### config.mk
export PLATFORM = sky130hd
export DESIGN_NAME = mixlat_alu
export DESIGN_NICKNAME = d
export VERILOG_FILES = /design/src/rtl/mixlat_pkg.sv /design/src/rtl/mixlat_countdown.sv /design/src/rtl/mixlat_ctrl.sv /design/src/rtl/mixlat_datapath.sv /design/src/rtl/mixlat_alu.sv
export SDC_FILE = /design/constraint.sdc
export NUM_CORES = 1
export LEC_CHECK = 0
export BUFFER_PORTS_ARGS = -buffer_cell sky130_fd_sc_hd__buf_4
export CORE_MARGIN = 3
export CORE_UTILIZATION = 45
export CTS_CLUSTER_DIAMETER = 150
export CTS_CLUSTER_SIZE = 16
export DETAILED_ROUTE_END_ITERATION = 8
export GPL_ROUTABILITY_DRIVEN = 1
export PLACE_DENSITY = 0.61
export SLEW_MARGIN = 30
export SYNTH_ARGS = -nofsm -noshare
export SYNTH_HDL_FRONTEND = slang
export SYNTH_SLANG_ARGS = --single-unit
export TNS_END_PERCENT = 100
### constraint.sdc
create_clock -name clk -period 10.3 [get_ports clk]
set_clock_uncertainty 0.15 [all_clocks]
set_input_delay 2.06 -clock clk [delete_from_list [all_inputs] [get_ports clk]]
set_output_delay 2.06 -clock clk [all_outputs]
set_load 0.005 [all_outputs]
### src/rtl/mixlat_pkg.sv
package mixlat_pkg;

    localparam int OP_W   = 4;
    localparam int DATA_W = 16;

    localparam logic [OP_W-1:0] OPC_ADD = 4'h1;
    localparam logic [OP_W-1:0] OPC_MUL = 4'h2;
    localparam logic [OP_W-1:0] OPC_SHR = 4'h3;

    typedef enum logic [1:0] {
        ST_IDLE = 2'd0,
        ST_RUN  = 2'd1,
        ST_DONE = 2'd2
    } mx_state_t;

    function automatic logic op_is_multi(input logic [OP_W-1:0] op);
        return (op == OPC_ADD) || (op == OPC_MUL) || (op == OPC_SHR);
    endfunction

endpackage

### src/rtl/mixlat_countdown.sv
module mixlat_countdown #(
    parameter int CNT_W = 3
) (
    input  logic             clk,
    input  logic             rst_n,
    input  logic             load,
    input  logic [CNT_W-1:0] load_val,
    input  logic             dec_en,
    output logic [CNT_W-1:0] cnt,
    output logic             cnt_last,
    output logic             cnt_zero
);

    always_ff @(posedge clk or negedge rst_n) begin
        if (!rst_n) begin
            cnt <= '0;
        end else if (load) begin
            cnt <= load_val;
        end else if (dec_en && (cnt != '0)) begin
            cnt <= cnt - 1'b1;
        end
    end

    assign cnt_last = (cnt == CNT_W'(1));
    assign cnt_zero = (cnt == '0);

    AST_CNT_STEP: assert property (@(posedge clk) disable iff (!rst_n)
        (!load && dec_en && !cnt_zero) |=> (cnt == $past(cnt) - 1'b1));

endmodule

### src/rtl/mixlat_ctrl.sv
module mixlat_ctrl
    import mixlat_pkg::*;
#(
    parameter int LAT_ADD = 2,
    parameter int LAT_MUL = 4,
    parameter int LAT_SHR = 3,
    parameter int CNT_W   = 3
) (
    input  logic             clk,
    input  logic             rst_n,
    input  logic             in_valid,
    input  logic [OP_W-1:0]  in_op,
    input  logic             out_ready,
    input  logic             cnt_last,
    input  logic             cnt_zero,
    output logic             in_ready,
    output logic             out_valid,
    output logic             sel_held,
    output logic             accept,
    output logic             finish,
    output logic             cnt_load,
    output logic [CNT_W-1:0] cnt_val,
    output logic             cnt_dec
);

    mx_state_t state_q, state_d;
    logic      multi;

    assign multi = op_is_multi(in_op);

    always_ff @(posedge clk or negedge rst_n) begin
        if (!rst_n) state_q <= ST_IDLE;
        else        state_q <= state_d;
    end

    always_comb begin
        state_d = state_q;
        unique case (state_q)
            ST_IDLE: if (in_valid && multi) state_d = ST_RUN;
            ST_RUN:  if (cnt_last)          state_d = ST_DONE;
            ST_DONE: if (out_ready)         state_d = ST_IDLE;
            default:                        state_d = ST_IDLE;
        endcase
    end

    always_comb begin
        in_ready  = 1'b0;
        out_valid = 1'b0;
        sel_held  = 1'b0;
        accept    = 1'b0;
        finish    = 1'b0;
        cnt_load  = 1'b0;
        cnt_dec   = 1'b0;
        unique case (in_op)
            OPC_ADD: cnt_val = CNT_W'(LAT_ADD);
            OPC_MUL: cnt_val = CNT_W'(LAT_MUL);
            OPC_SHR: cnt_val = CNT_W'(LAT_SHR);
            default: cnt_val = '0;
        endcase
        unique case (state_q)
            ST_IDLE: begin
                if (multi) begin
                    in_ready = 1'b1;
                    accept   = in_valid;
                    cnt_load = in_valid;
                end else begin
                    in_ready  = out_ready;
                    out_valid = in_valid;
                end
            end
            ST_RUN: begin
                cnt_dec = 1'b1;
                finish  = cnt_last;
            end
            ST_DONE: begin
                out_valid = 1'b1;
                sel_held  = 1'b1;
            end
            default: ;
        endcase
    end

    AST_BUSY_BLOCKS: assert property (@(posedge clk) disable iff (!rst_n)
        (state_q != ST_IDLE) |-> !in_ready);
    AST_DONE_AT_ZERO: assert property (@(posedge clk) disable iff (!rst_n)
        (state_q == ST_DONE) |-> cnt_zero);
    AST_ZERO_PATH_READY: assert property (@(posedge clk) disable iff (!rst_n)
        (state_q == ST_IDLE && in_valid && !multi) |-> (out_valid && in_ready == out_ready));
    AST_HANDOFF_IDLE: assert property (@(posedge clk) disable iff (!rst_n)
        (state_q == ST_DONE && out_ready) |=> (state_q == ST_IDLE));

endmodule

### src/rtl/mixlat_datapath.sv
module mixlat_datapath
    import mixlat_pkg::*;
(
    input  logic              clk,
    input  logic              rst_n,
    input  logic              accept,
    input  logic              finish,
    input  logic              sel_held,
    input  logic [OP_W-1:0]   in_op,
    input  logic [DATA_W-1:0] in_a,
    input  logic [DATA_W-1:0] in_b,
    output logic [DATA_W-1:0] out_data
);

    localparam int SH_W = $clog2(DATA_W);

    logic [OP_W-1:0]     op_q;
    logic [DATA_W-1:0]   a_q, b_q, res_q, mc_res, diff;
    logic [2*DATA_W-1:0] prod;

    always_ff @(posedge clk or negedge rst_n) begin
        if (!rst_n) begin
            op_q <= '0;
            a_q  <= '0;
            b_q  <= '0;
        end else if (accept) begin
            op_q <= in_op;
            a_q  <= in_a;
            b_q  <= in_b;
        end
    end

    assign prod = a_q * b_q;

    always_comb begin
        unique case (op_q)
            OPC_ADD: mc_res = a_q + b_q;
            OPC_MUL: mc_res = prod[DATA_W-1:0];
            OPC_SHR: mc_res = a_q >> b_q[SH_W-1:0];
            default: mc_res = '0;
        endcase
    end

    always_ff @(posedge clk or negedge rst_n) begin
        if (!rst_n)      res_q <= '0;
        else if (finish) res_q <= mc_res;
    end

    assign diff     = in_a - in_b;
    assign out_data = sel_held ? res_q : diff;

    AST_OPERANDS_FROZEN: assert property (@(posedge clk) disable iff (!rst_n)
        (!accept) |=> ($stable(a_q) && $stable(b_q) && $stable(op_q)));

endmodule

### src/rtl/mixlat_alu.sv
module mixlat_alu
    import mixlat_pkg::*;
#(
    parameter int LAT_ADD = 2,
    parameter int LAT_MUL = 4,
    parameter int LAT_SHR = 3
) (
    input  logic              clk,
    input  logic              rst_n,
    input  logic              in_valid,
    output logic              in_ready,
    input  logic [OP_W-1:0]   in_op,
    input  logic [DATA_W-1:0] in_a,
    input  logic [DATA_W-1:0] in_b,
    output logic              out_valid,
    input  logic              out_ready,
    output logic [DATA_W-1:0] out_data
);

    localparam int LAT_MAX = (LAT_ADD > LAT_MUL) ?
                             ((LAT_ADD > LAT_SHR) ? LAT_ADD : LAT_SHR) :
                             ((LAT_MUL > LAT_SHR) ? LAT_MUL : LAT_SHR);
    localparam int CNT_W   = $clog2(LAT_MAX + 1);

    logic             accept, finish, sel_held;
    logic             cnt_load, cnt_dec, cnt_last, cnt_zero;
    logic [CNT_W-1:0] cnt_val, cnt;

    mixlat_ctrl #(
        .LAT_ADD(LAT_ADD), .LAT_MUL(LAT_MUL), .LAT_SHR(LAT_SHR), .CNT_W(CNT_W)
    ) u_ctrl (
        .clk(clk), .rst_n(rst_n), .in_valid(in_valid), .in_op(in_op),
        .out_ready(out_ready), .cnt_last(cnt_last), .cnt_zero(cnt_zero),
        .in_ready(in_ready), .out_valid(out_valid), .sel_held(sel_held),
        .accept(accept), .finish(finish), .cnt_load(cnt_load),
        .cnt_val(cnt_val), .cnt_dec(cnt_dec)
    );

    mixlat_countdown #(.CNT_W(CNT_W)) u_cnt (
        .clk(clk), .rst_n(rst_n), .load(cnt_load), .load_val(cnt_val),
        .dec_en(cnt_dec), .cnt(cnt), .cnt_last(cnt_last), .cnt_zero(cnt_zero)
    );

    mixlat_datapath u_dp (
        .clk(clk), .rst_n(rst_n), .accept(accept), .finish(finish),
        .sel_held(sel_held), .in_op(in_op), .in_a(in_a), .in_b(in_b),
        .out_data(out_data)
    );

    AST_RESULT_HELD: assert property (@(posedge clk) disable iff (!rst_n)
        (sel_held && !out_ready) |=> (out_valid && $stable(out_data)));
    AST_LOAD_NONZERO: assert property (@(posedge clk) disable iff (!rst_n)
        cnt_load |-> (cnt_val != '0));

endmodule

# Word-level counts from Yosys, hierarchy flattened
# Index checks and enable logic that the tools add are counted.
[word_totals]
ff_bits = 57
in_bits = 40
out_inout_bits = 18
word_cells = 49
[op_classes]
addsub = 3
mul = 1
n_eq_ne = 12
n_shift = 1
n_mux = 18
reduce_logical = 8
[ops]
columns = ["cell", "n"]
rows = [
  ["case mux 16 bit (3 select lines)", 1],
  ["adder 16 bit", 1],
  ["equality test 4 x 2 -> 1 bit (second input constant)", 4],
  ["multiplier 16 x 16 -> 16 bit", 1],
  ["2-to-1 mux 16 bit", 1],
  ["right shift 16 x 4 -> 16 bit", 1],
  ["subtractor 16 bit", 1],
  ["case mux 3 bit (3 select lines)", 1],
  ["equality test 4 x 1 -> 1 bit (second input constant)", 2],
  ["2-to-1 mux 1 bit", 8],
  ["2-to-1 mux 2 bit", 3],
  ["2-to-1 mux 3 bit", 2],
  ["case mux 2 bit (3 select lines)", 1],
  ["inequality test 2 x 1 -> 1 bit (second input constant)", 2],
  ["equality test 3 x 1 -> 1 bit (second input constant)", 1],
  ["AND reduction 3 bit", 1],
  ["nonzero test 3 bit", 1],
  ["subtractor 3 x 1 -> 3 bit (second input constant)", 1],
  ["equality test 2 x 1 -> 1 bit (second input constant)", 1],
  ["equality test 2 bit (second input constant)", 1],
  ["logical AND 1 bit", 2],
  ["zero test 2 bit", 1],
  ["logical OR 1 bit", 2],
  ["inequality test 2 bit (second input constant)", 1],
  ["2 further kinds", 2],
]

# Logic depth before layout (Yosys ltp)
[logic_depth]
ltp_word = 6
ltp_mapped = 23
depth_no_buf = 21

# Modules after synthesis
# Synthesis repeated with hierarchy kept, for this count alone.
[hier_totals]
cells_unflattened = 1014
hier_area_um2 = 8679.6
[by_module_without_submodules]
columns = ["mod", "n_inst", "cells_each", "area_per_inst_um2"]
rows = [
  ["mixlat_datapath", 1, 967, 8289.2],
  ["mixlat_countdown", 1, 25, 225.2],
  ["mixlat_ctrl", 1, 22, 165.2],
]

# Worst setup path before layout
# No wires, ideal clock.
[synth_timing]
kind = "flip-flop to flip-flop"
from = "register u_dp.b_q[1]"
to = "register u_dp.res_q[15]"
setup_time_ps = 126
arrival_time_ps = 5892
required_time_ps = 10024
path_slack_ps = 4131
path_stages_with_launch = 21
synth_period_minus_slack_ps = 6169
path_cell_list = "dfrtp_1 buf_2 buf_1 clkbuf_1 nand2_1 fa_1 fa_1 fa_1 fa_1 inv_1 fa_1 inv_1 fa_1 inv_1 ha_1 or3_1 or3_1 a221o_1 xnor2_1 nor2_1 a311o_1"
[synth_via]
elab_chain_len = 2
elab_cells_between_ends = 4
classes_between = "add/sub (1); mul (1); shift (1); mux (1)"
[synth_lines]
columns = ["element", "line", "text"]
rows = [
  ["start, declared", "mixlat_datapath.sv:18", "logic [DATA_W-1:0] a_q, b_q, res_q, mc_res, diff;"],
  ["start signal, assigned", "mixlat_datapath.sv:29", "b_q <= in_b;"],
  ["multiplier 16 x 16 -> 16 bit (tied with other cells)", "mixlat_datapath.sv:33", "assign prod = a_q * b_q;"],
  ["case mux 16 bit (3 select lines) *", "mixlat_datapath.sv:36", "unique case (op_q)"],
  ["end signal, assigned", "mixlat_datapath.sv:46", "else if (finish) res_q <= mc_res;"],
  ["end, declared", "mixlat_datapath.sv:18", ""],
]
# Every way passes the cells marked *; elsewhere a longest branch is shown, timed or not.
# A chain may end at the register's enable or synchronous reset.

# Worst setup path after layout
[layout_timing]
from = "input port in_a[0]"
to = "output port out_data[14]"
[layout_via]
elab_chain_len = 2
[layout_lines]
columns = ["element", "line", "text"]
rows = [
  ["start, declared", "mixlat_alu.sv:13", "input logic [DATA_W-1:0] in_a,"],
  ["subtractor 16 bit", "mixlat_datapath.sv:49", "assign diff = in_a - in_b;"],
  ["2-to-1 mux 16 bit", "mixlat_datapath.sv:50", "assign out_data = sel_held ? res_q : diff;"],
  ["end, declared", "mixlat_alu.sv:17", "output logic [DATA_W-1:0] out_data"],
]
# Every way passes these cells.

==> results.sh <==
export IMPL_final_hold_violation_count=0
export IMPL_worstMarginPinSlew_ps=893.8
export IMPL_wire_per_inst_um=18.33
export IMPL_start_util=0.4635
export IMPL_ios=58
export IMPL_drv_cap=0
export IMPL_vias_per_cell=5.467
export IMPL_port_buffers=57
export IMPL_via_count=6839
export IMPL_use_met3=0.02780
export IMPL_maxSlewViolCount=0
export IMPL_grt_pass1_vias=6916
export IMPL_fp_row_count=49
export IMPL_die_h_um=142.7
export IMPL_worst_ep_arrival_time_ps=4350
export IMPL_first_pass_iters=5
export IMPL_cts_root_buf="clkbuf_16"
export IMPL_synth_compound_area_share=0.1370
export IMPL_ant_nets=0
export IMPL_synthMuxAreaShare=0.05504
export IMPL_gp_congestion=0.8592
export IMPL_async_reset_ff_frac=1.000
export IMPL_relSlewSlack=0.4041
export IMPL_clk_pin_slew_ps=50
export IMPL_fmax_mhz=152.3
export IMPL_period_needed_ps=6565
export IMPL_post_cts_resized=0
export IMPL_cts_tree="built"
export IMPL_rsz0062_at_grt="no"
export IMPL_die_area_um2=20370
export IMPL_synth_seq_area_share=0.1696
export IMPL_syn_avg_cell_area_um2=8.556
export IMPL_die_w_um=142.7
export IMPL_synth_edf_count=0
export IMPL_grt_usage=0.2351
export IMPL_final_layout_size_suffix_gt1_frac=0.1252
export IMPL_netlist_area_um2=8411
export IMPL_hpwl_um=17480
export IMPL_synth_flop_cell="dfrtp_1"
export IMPL_yosys_area_share_simple=0.1616
export IMPL_worstPathMaxFanout=4
export IMPL_cp_end_kind="output port"
export IMPL_synth_top_family_by_area="adder cells"
export IMPL_synth_xor_area_frac=0.07126
export IMPL_synthAdderAreaFrac=0.3178
export IMPL_overflow=0
export IMPL_fillers=1751
export IMPL_ys_warn_count=0
export IMPL_grt_max_degree=58
export IMPL_grtUsageMet2=0.3692
export IMPL_cts_sinks=57
export IMPL_synth_nets=1188
export IMPL_setup_violations=0
export IMPL_cp_start_kind="input pin"
export IMPL_ys_types=58
export IMPL_critical_path_class="input pin to output port"
export IMPL_cts_max_level=3
export IMPL_synth_cells=983
export IMPL_cts_made_buffers=9
export IMPL_coreArea_um2=18150
export IMPL_fin_setup_tns_ps=0
export IMPL_grt_pass1_wl_um=37520
export IMPL_syn2layout_area_growth_pct=10.86
export IMPL_detail_route_iter0_violations=432
export IMPL_met1_usage=0.3411
export IMPL_status="finished clean"
export IMPL_clk_latency_ps=330
export IMPL_drc_errors=0
export IMPL_cts_setup_buffers=0
export IMPL_critPathRequiredTime_ps=8090
export IMPL_hp_class="flip-flop to flip-flop"
export IMPL_finalWirelength_um=22930
export IMPL_cts_hold_buf=0
export IMPL_finalCritPeriodShare=0.6374
export IMPL_diodes=0
export IMPL_antenna_found_initial=0
export IMPL_grt_busiest_layer="met2"
export IMPL_nets=1222
export IMPL_synth_seq_cells=57
export IMPL_clock_path_buffers=2
-- layout by cell type (no fill, tap or decap), types with 7 or more instances in the layout --
master,Yosys,routed
nand2_1,111,111
o21a_1,7,7
xnor2_1,41,41
a21o_1,18,18
nor3_1,10,9
nor2_1,43,43
a22oi_1,7,7
buf_4,1,67
mux2i_1,8,8
a21oi_1,45,45
and2_1,63,63
clkbuf_16,0,9
nor2b_1,10,10
inv_1,146,146
o22ai_1,7,7
nand2b_1,10,10
a31oi_1,9,9
fa_1,81,81
mux2_2,32,32
a211oi_1,9,9
ha_1,84,84
nand3_1,12,12
o21ai_0,49,49
xor2_1,23,23
dfrtp_1,57,57
-- critical path, cell delays in order --
cell,delay (ps)
buf_4,80
inv_1,30
ha_1,220
fa_1,410
nor2b_1,120
o21ai_0,120
a21oi_1,210
o211ai_1,130
a21oi_1,220
o21ai_0,210
nor4b_1,200
nor3_1,200
buf_4,140
-- cell type report --
type                    count  area [um2]  share of cell area
multi-input cells         736        6264              0.6718
flip-flops and latches     57        1426              0.1530
inverters                 146       548.0             0.05878
repair buffers             67       503.0             0.05395
well taps                 229       286.5             0.03073
clock buffers              10       229.0             0.02456
clock inverters             6       67.56            0.007246
-- worst paths after layout --
path,startpoint,slack [ps],cells after the start,to
max in group asynchronous,rst_n,7860,1,u_dp.a_q[1]
min reg2reg,u_dp.res_q[3],330,2,u_dp.res_q[3]
max reg2reg,u_dp.a_q[5],4040,19,u_dp.res_q[15]
min,u_dp.res_q[3],330,2,u_dp.res_q[3]
min in group asynchronous,rst_n,1640,1,u_dp.b_q[13]
max,in_a[0],3740,13,out_data[14]
-- synthesized netlist by cell type (7+ instances only) --
library cell	instances	share of area
fa_1	81	0.19
nor3_1	10	0.0060
nand3_1	12	0.0071
o22ai_1	7	0.0052
a21o_1	18	0.016
a31oi_1	9	0.0067
nor2b_1	10	0.0074
ha_1	84	0.12
xor2_1	23	0.024
o21a_1	7	0.0062
a21oi_1	45	0.027
dfrtp_1	57	0.17
clkbuf_1	29	0.013
o21ai_0	49	0.029
buf_2	11	0.0065
a211oi_1	9	0.0080
nand2b_1	10	0.0074
nand2_1	111	0.050
a22oi_1	7	0.0062
mux2_2	32	0.043
inv_1	146	0.065
mux2i_1	8	0.0095
nor2_1	43	0.019
and2_1	63	0.047
xnor2_1	41	0.043
-- kinds of logic after synthesis --
kind of cell / count (synthesis)
xor gates and xnor gates: 66
and+or+nand+nor: 282
buffers and inverters: 190
AOI/OAI and AO/OA: 182
muxes: 41
adders and majority gates: 165
DFF: 57
-- metrics by stage --
step / util / area, um2 / setup WS [ps] / cells / hold WS, ps
6_report: 0.5138 / 9324 / 3735 / 1251 / 333.6
3_3_place_gp: 0.4972 / 9022 / 3812 / 1235 / 320.5
4_1_cts: 0.5138 / 9324 / 3742 / 1251 / 339.7
3_5_place_dp: 0.4974 / 9027 / 3770 / 1235 / 328.6
5_1_grt: 0.5138 / 9324 / 3531 / 1251 / 371.7
2_1_floorplan: - / 8411 / 4131 / 983 / 299.7
-- routing by layer --
metal	vias up	wire [um]
li1	3291	-
met4	0	690
met1	3295	10740
met5	-	0
met3	42	1213
met2	211	10290
-- sequential cells by signal, summed over array words and instances, names as in the netlist --
signal,cells
u_cnt.cnt,3
u_ctrl.state_q,2
u_dp.a_q,16
u_dp.b_q,16
u_dp.op_q,4
u_dp.res_q,16
Power is left out: the tool's default activity adds up to more than one toggle a clock period on the data nets, which glitch-free logic cannot reach.
